<file path="config.mk">
export PLATFORM = sky130hd
export DESIGN_NAME = percep_logic_cell
export DESIGN_NICKNAME = d
export VERILOG_FILES = /design/src/rtl/pcell_pkg.sv /design/src/rtl/pcell_coef_bank.sv /design/src/rtl/pcell_neuron.sv /design/src/rtl/percep_logic_cell.sv
export SDC_FILE = /design/constraint.sdc
export NUM_CORES = 1
export LEC_CHECK = 0
export ABC_CLOCK_PERIOD_IN_PS = 4000
export BUFFER_PORTS_ARGS = -buffer_cell sky130_fd_sc_hd__buf_2
export CORE_UTILIZATION = 50
export DETAILED_ROUTE_END_ITERATION = 6
export GPL_TIMING_DRIVEN = 0
export PLACE_DENSITY_LB_ADDON = 0.3
export SKIP_LAST_GASP = 1
export SYNTH_ARGS = -nofsm -noshare
export SYNTH_HDL_FRONTEND = slang
export SYNTH_SLANG_ARGS = --single-unit
</file>
<file path="constraint.sdc">
create_clock -name clk -period 4 [get_ports clk]
set_clock_uncertainty 0.15 [all_clocks]
set_input_delay 0.2 -clock clk [delete_from_list [all_inputs] [get_ports clk]]
set_output_delay 0.2 -clock clk [all_outputs]
set_load 0.01 [all_outputs]
</file>
<file path="src/rtl/pcell_pkg.sv">
package pcell_pkg;

  localparam int NUM_SLOTS = 9;

  // Slot positions; the neuron wiring in the top depends on them.
  localparam int SLOT_H0_A  = 0;
  localparam int SLOT_H0_B  = 1;
  localparam int SLOT_H1_A  = 2;
  localparam int SLOT_H1_B  = 3;
  localparam int SLOT_O_H0  = 4;
  localparam int SLOT_O_H1  = 5;
  localparam int SLOT_B_H0  = 6;
  localparam int SLOT_B_H1  = 7;
  localparam int SLOT_B_OUT = 8;

  typedef enum logic [2:0] {
    FN_AND  = 3'd0,
    FN_OR   = 3'd1,
    FN_NAND = 3'd2,
    FN_NOR  = 3'd3,
    FN_NOT  = 3'd4,
    FN_XOR  = 3'd5,
    FN_XNOR = 3'd6,
    FN_KEEP = 3'd7
  } fn_sel_e;

  // Built-in coefficient value for one slot of one function.
  function automatic int preset_val(input logic [2:0] fn, input int slot);
    int t [NUM_SLOTS];
    case (fn_sel_e'(fn))
      FN_AND:  t = '{1, 1, 0, 0,  1,  0, -2,  0, -1};
      FN_OR:   t = '{1, 1, 0, 0,  1,  0, -1,  0, -1};
      FN_NAND: t = '{1, 1, 0, 0, -1,  0, -2,  0,  0};
      FN_NOR:  t = '{1, 1, 0, 0, -1,  0, -1,  0,  0};
      FN_NOT:  t = '{1, 0, 0, 0, -1,  0, -1,  0,  0};
      FN_XOR:  t = '{1, 1, 1, 1,  1, -1, -1, -2, -1};
      FN_XNOR: t = '{1, 1, 1, 1, -1,  1, -1, -2,  0};
      default: t = '{0, 0, 0, 0,  0,  0,  0,  0,  0};
    endcase
    return t[slot];
  endfunction

endpackage

</file>
<file path="src/rtl/pcell_coef_bank.sv">
module pcell_coef_bank
  import pcell_pkg::*;
#(
  parameter int COEF_W = 3,
  parameter int IDX_W  = 4,
  parameter int NSLOT  = NUM_SLOTS
) (
  input  logic                    clk,
  input  logic                    rst,
  input  logic                    wr_en,
  input  logic [IDX_W-1:0]        wr_idx,
  input  logic [COEF_W-1:0]       wr_data,
  input  logic                    ld_en,
  input  logic [2:0]              ld_fn,
  output logic [NSLOT*COEF_W-1:0] coefs
);

  logic ld_take;
  assign ld_take = ld_en && (ld_fn != FN_KEEP);

  for (genvar s = 0; s < NSLOT; s++) begin : g_slot
    logic [COEF_W-1:0] q;
    always_ff @(posedge clk) begin
      if (rst) begin
        q <= '0;
      end else begin
        if (ld_take)
          q <= COEF_W'(preset_val(ld_fn, s));
        // a same-edge slot write overrides the preset value
        if (wr_en && (wr_idx == IDX_W'(s)))
          q <= wr_data;
      end
    end
    assign coefs[s*COEF_W +: COEF_W] = q;
  end

endmodule

</file>
<file path="src/rtl/pcell_neuron.sv">
module pcell_neuron #(
  parameter int COEF_W = 3,
  parameter int SUM_W  = COEF_W + 2
) (
  input  logic              in0,
  input  logic              in1,
  input  logic [COEF_W-1:0] w0,
  input  logic [COEF_W-1:0] w1,
  input  logic [COEF_W-1:0] bias,
  output logic              fire
);

  localparam int EXT_W = SUM_W - COEF_W;
  localparam logic signed [SUM_W-1:0] ZERO = '0;

  logic signed [SUM_W-1:0] bias_x, w0_x, w1_x, net;

  always_comb begin
    bias_x = {{EXT_W{bias[COEF_W-1]}}, bias};
    w0_x   = in0 ? {{EXT_W{w0[COEF_W-1]}}, w0} : ZERO;
    w1_x   = in1 ? {{EXT_W{w1[COEF_W-1]}}, w1} : ZERO;
    net    = bias_x + w0_x + w1_x;
    // signed compare with zero reduces to the inverted sign bit
    fire   = (net >= ZERO);
  end

endmodule

</file>
<file path="src/rtl/percep_logic_cell.sv">
module percep_logic_cell
  import pcell_pkg::*;
#(
  parameter int COEF_W = 3,
  parameter int IDX_W  = 4
) (
  input  logic              clk,
  input  logic              rst,
  input  logic              coef_we,
  input  logic [IDX_W-1:0]  coef_idx,
  input  logic [COEF_W-1:0] coef_wdata,
  input  logic              preset_load,
  input  logic [2:0]        preset_op,
  input  logic              op_a,
  input  logic              op_b,
  output logic              result
);

  localparam int NSLOT   = NUM_SLOTS;
  localparam int SUM_W   = COEF_W + 2;
  localparam int NHIDDEN = 2;

  logic [NSLOT*COEF_W-1:0] coef_flat;
  logic [NHIDDEN-1:0]      hid;
  logic                    out_fire;
  logic                    result_q;

  pcell_coef_bank #(
    .COEF_W(COEF_W), .IDX_W(IDX_W), .NSLOT(NSLOT)
  ) i_bank (
    .clk(clk), .rst(rst),
    .wr_en(coef_we), .wr_idx(coef_idx), .wr_data(coef_wdata),
    .ld_en(preset_load), .ld_fn(preset_op),
    .coefs(coef_flat)
  );

  for (genvar h = 0; h < NHIDDEN; h++) begin : g_hidden
    localparam int SA = (h == 0) ? SLOT_H0_A : SLOT_H1_A;
    localparam int SB = (h == 0) ? SLOT_H0_B : SLOT_H1_B;
    localparam int SC = (h == 0) ? SLOT_B_H0 : SLOT_B_H1;
    pcell_neuron #(.COEF_W(COEF_W), .SUM_W(SUM_W)) i_neuron (
      .in0(op_a), .in1(op_b),
      .w0(coef_flat[SA*COEF_W +: COEF_W]),
      .w1(coef_flat[SB*COEF_W +: COEF_W]),
      .bias(coef_flat[SC*COEF_W +: COEF_W]),
      .fire(hid[h])
    );
  end

  pcell_neuron #(.COEF_W(COEF_W), .SUM_W(SUM_W)) i_out_neuron (
    .in0(hid[0]), .in1(hid[1]),
    .w0(coef_flat[SLOT_O_H0*COEF_W +: COEF_W]),
    .w1(coef_flat[SLOT_O_H1*COEF_W +: COEF_W]),
    .bias(coef_flat[SLOT_B_OUT*COEF_W +: COEF_W]),
    .fire(out_fire)
  );

  always_ff @(posedge clk) begin
    if (rst) result_q <= 1'b0;
    else     result_q <= out_fire;
  end

  assign result = result_q;

endmodule

</file>
==> reports/qor.tcl <==
set qor(mappedNetlistArea_mm2) 0.00172
set qor(cts.repair_timing.setup_buffer_count) 0
set qor(grt_usage_pct) 24.2
set qor(hold_slack_ns) 0.0373
set qor(postSynthCellCount) 211
set qor(count_of_distinct_cell_types_in_the_synthesized_netlist) 37
set qor(total_leakage_power_nw) 0.757
set qor(r2r_cells) 13
set qor(grt_pass1_vias) 1398
set qor(multi_input_area_mm2) 0.00109
set qor(cts.htree.levels) 1
set qor(worst-endpoint-arrival_ns) 3.69
set qor(power.density_mw_per_mm2) 291
set qor(maxCapViolCount) 0
set qor(synth_nets) 242
set qor(grt_start_max_net_pins) 16
set qor(fin_setup_tns_ns) 0
set qor(die_height_um) 60.7
set qor(avgSynthCellArea_um2) 8.15
set qor(met3_wirelength_um) 203
set qor(ys_seq_elements) 28
set qor(setup_repair_after_global_routing_missed_its_margin) {false}
set qor(setup.reg_to_reg.worst_slack_ns) 0.42
set qor(critPathCaptureType) {flip-flop}
set qor(postCtsResizedCells) 0
set qor(placeableCoreArea_mm2) 0.00315
set qor(yosysTopAreaCellShare_pct) 32.6
set qor(cts.sink_count) 28
set qor(antennaDiodeCount) 0
set qor(timing.hold.worst_endpoint) {i_bank.g_slot[6].q[0]$_SDFFE_PP0P_}
set qor(timing.critical_path.from_type) {flip-flop}
set qor(route.top_layer_used) {met4}
set qor(clk_pin_slew_worst_paths_ns) 0.16
set qor(detailedRoute.firstPassIterationCount) 4
set qor(routabilityCongestion) 0.836
set qor(clock.fmax_ghz) 0.280
set qor(holdCritPathClass) {in2reg}
set qor(layout-area-overhead-vs-synth_pct) 8.80
set qor(dpl_wire_length_um) 3000
set qor(route.vias.total) 1530
set qor(worstMarginPinSlew_ns) 0.575
set qor(critPathRequiredTime_ns) 4.12
set qor(drive_above_1_share_pct) 14.1
set qor(leading_cell_type_in_the_layout_fill_and_taps_excluded) {sky130_fd_sc_hd__dfxtp_1}
set qor(layout_worst_path_cycle_share_pct) 89.4
set qor(tritoncts) {yes}
set qor(netlist_top_cells_area) {sky130_fd_sc_hd__dfxtp_1 (33%), sky130_fd_sc_hd__fa_1 (7.0%), sky130_fd_sc_hd__ha_1 (6.5%)}
set qor(top_level_ports) 17
set qor(vdd_ir_drop_max_mv) 0.132
set qor(placement.cell_area_mm2) 0.00184
set qor(setup-violations-final) 0
set qor(rr_endpoint) {result$_SDFF_PP0_}
set qor(register_area_um2) 561
set qor(chipWidth_um) 60.7
set qor(timing.slew.headroom_pct) 61.7
set qor(worst_skew_pair.late_latency_ns) 0.33
set qor(portBuffers) 12
set qor(drt_iter0_drc) 68
set qor(fp.dieArea_mm2) 0.00368
set qor(design.final.nets) 259
set qor(rows) 20
set qor(synth_seq_area_share_pct) 32.6
set qor(finalCriticalPeriod_ns) 3.58
set qor(worst-setup-path-type) {reg2reg}
set qor(grt_antenna_before_repair) 0
set qor(wirelength_um) 3940
set qor(route.detailed.vias_per_inst) 5.65
set qor(grt_overflow) 0
set qor(layout.filler_cells) 314
set qor(finalHoldViolCount) 0
set qor(ant_nets) 0
set qor(ys.warnings.count) 0
set qor(worst_hold_path.num_cells) 3
set qor(final_design_area_no_fill_mm2) 0.00187
set qor(met2_wirelength_um) 1760
set qor(routedLengthMet1_um) 1930
set qor(yosys.area.top_type) {sky130_fd_sc_hd__dfxtp_1}
set qor(grt_pass1_wl_um) 6470
set qor(number_of_buffers_created_by_cts) 3
set qor(worst_hold_startpoint) {coef_wdata[0]}
set qor(worstReg2RegStart) {i_bank.g_slot[7].q[2]$_SDFFE_PP0P_}
set qor(cts_root_buffer) {sky130_fd_sc_hd__clkbuf_4}
set qor(leading_cell_types_in_the_layout_fill_and_taps_excluded) {sky130_fd_sc_hd__dfxtp_1 (28), sky130_fd_sc_hd__nand2_1 (22), sky130_fd_sc_hd__nor2_1 (21)}
set qor(cts-root-to-sink-buffers) 2
set qor(ctsHoldBuffers) 0
set qor(crit_path_max_fanout) 3
set qor(starting_utilization_of_the_core_area_pct) 54.6
set qor(drc_errors) 0
set qor(avgRoutedWirePerCell_um) 14.5
set qor(final-max-slew-violation-count) 0
set qor(status) {finished clean}
routing by layer:
layer / GRT usage (%) / vias up
met1: 34.6 / 717
li1: - / 771
met2: 39.2 / 37
met4: 6.82 / 0
met3: 1.92 / 5
met5: 0 / -
sequential cells by signal, summed over array words and instances, names as in the netlist:
name / flops
i_bank.g_slot.q: 27
result: 1
synth_stat cells:
cell type	count
sky130_fd_sc_hd__or3_1	1
sky130_fd_sc_hd__nor2b_1	4
sky130_fd_sc_hd__o221ai_1	1
sky130_fd_sc_hd__and2_0	1
sky130_fd_sc_hd__nand4b_1	1
sky130_fd_sc_hd__buf_2	7
sky130_fd_sc_hd__a211oi_1	13
sky130_fd_sc_hd__or3b_4	1
sky130_fd_sc_hd__nand4_1	1
sky130_fd_sc_hd__fa_1	6
sky130_fd_sc_hd__nor2_4	1
sky130_fd_sc_hd__a21oi_1	17
sky130_fd_sc_hd__nor3_1	18
sky130_fd_sc_hd__nand3b_1	1
sky130_fd_sc_hd__and2_1	13
sky130_fd_sc_hd__xor2_1	1
sky130_fd_sc_hd__nand3_1	13
sky130_fd_sc_hd__nor3b_2	1
sky130_fd_sc_hd__a31oi_1	2
sky130_fd_sc_hd__nand2b_1	5
sky130_fd_sc_hd__and3b_1	1
sky130_fd_sc_hd__ha_1	9
sky130_fd_sc_hd__nor4b_1	1
sky130_fd_sc_hd__nor3_4	1
sky130_fd_sc_hd__nor2_1	21
sky130_fd_sc_hd__or3b_2	1
sky130_fd_sc_hd__clkbuf_1	4
sky130_fd_sc_hd__dfxtp_1	28
sky130_fd_sc_hd__nor3b_1	1
sky130_fd_sc_hd__a31o_2	2
sky130_fd_sc_hd__nor3_2	1
sky130_fd_sc_hd__inv_1	6
sky130_fd_sc_hd__and4b_1	1
sky130_fd_sc_hd__nand2_1	22
sky130_fd_sc_hd__and3_1	2
sky130_fd_sc_hd__o211ai_1	1
sky130_fd_sc_hd__a211o_2	1
metrics by stage:
step	power, mW	worst slack (ns)	cells	util, %
CTS	0.547	0.383	271	59.4
floorplan	0.377	0.629	211	-
detailed placement	0.409	0.379	267	58.2
finish	0.546	0.425	271	59.4
global route	0.577	0.185	271	59.4
global placement	0.407	0.400	267	58.2
how the worst max path moves through the flow:
stage	startpoint	endpoint	slack, ns	cells past startpoint
after CTS	i_bank.g_slot[7].q[2]$_SDFFE_PP0P_	result$_SDFF_PP0_	0.38	13
after global placement	op_b	result$_SDFF_PP0_	0.40	13
after detailed placement	op_b	result$_SDFF_PP0_	0.38	14
final	i_bank.g_slot[7].q[2]$_SDFFE_PP0P_	result$_SDFF_PP0_	0.42	13
after floorplan	i_bank.g_slot[7].q[2]$_SDFFE_PP0P_	result$_SDFF_PP0_	0.63	12
after global routing	i_bank.g_slot[7].q[2]$_SDFFE_PP0P_	result$_SDFF_PP0_	0.19	12
power breakdown:
part	switching (mW)	total (mW)	internal, mW
combinational	0.0598	0.101	0.0416
clock	0.0867	0.142	0.0558
sequential	0.00788	0.302	0.294
total	0.154	0.546	0.391
worst max-delay path, cell delays in order (launching register included):
cell and delay [ns]:
sky130_fd_sc_hd__dfxtp_1 0.36, sky130_fd_sc_hd__inv_1 0.06, sky130_fd_sc_hd__fa_1 0.53, sky130_fd_sc_hd__inv_1 0.05, sky130_fd_sc_hd__ha_1 0.29, sky130_fd_sc_hd__or3b_2 0.43, sky130_fd_sc_hd__a31oi_1 0.14, sky130_fd_sc_hd__a21oi_1 0.09
sky130_fd_sc_hd__and2_1 0.20, sky130_fd_sc_hd__fa_1 0.48, sky130_fd_sc_hd__ha_1 0.34, sky130_fd_sc_hd__a31oi_1 0.17, sky130_fd_sc_hd__a21oi_1 0.06, sky130_fd_sc_hd__a211oi_1 0.16
final cells by class:
| class | instances | area share, % |
|---|---|---|
| inverters | 6 | 1.20 |
| flip-flops and latches | 28 | 29.9 |
| repair buffers | 12 | 3.21 |
| well taps | 44 | 2.94 |
| clock buffers | 4 | 1.94 |
| multi-input cells | 166 | 58.1 |
| plain buffers | 11 | 2.67 |
cell families (layout without fill, tap and decap cells):
| group | count (synthesis) | after routing | share of synthesized area [%] |
|---|---|---|---|
| xor gates and xnor gates | 1 | 1 | 0.509 |
| AOI/OAI and AO/OA | 37 | 37 | 13.9 |
| and+or+nand+nor | 113 | 113 | 35.3 |
| DFF | 28 | 28 | 32.6 |
| adders and majority gates | 15 | 15 | 13.5 |
| buffers and inverters | 17 | 33 | 4.22 |
Note: power is estimated with default switching activity, not from simulation.
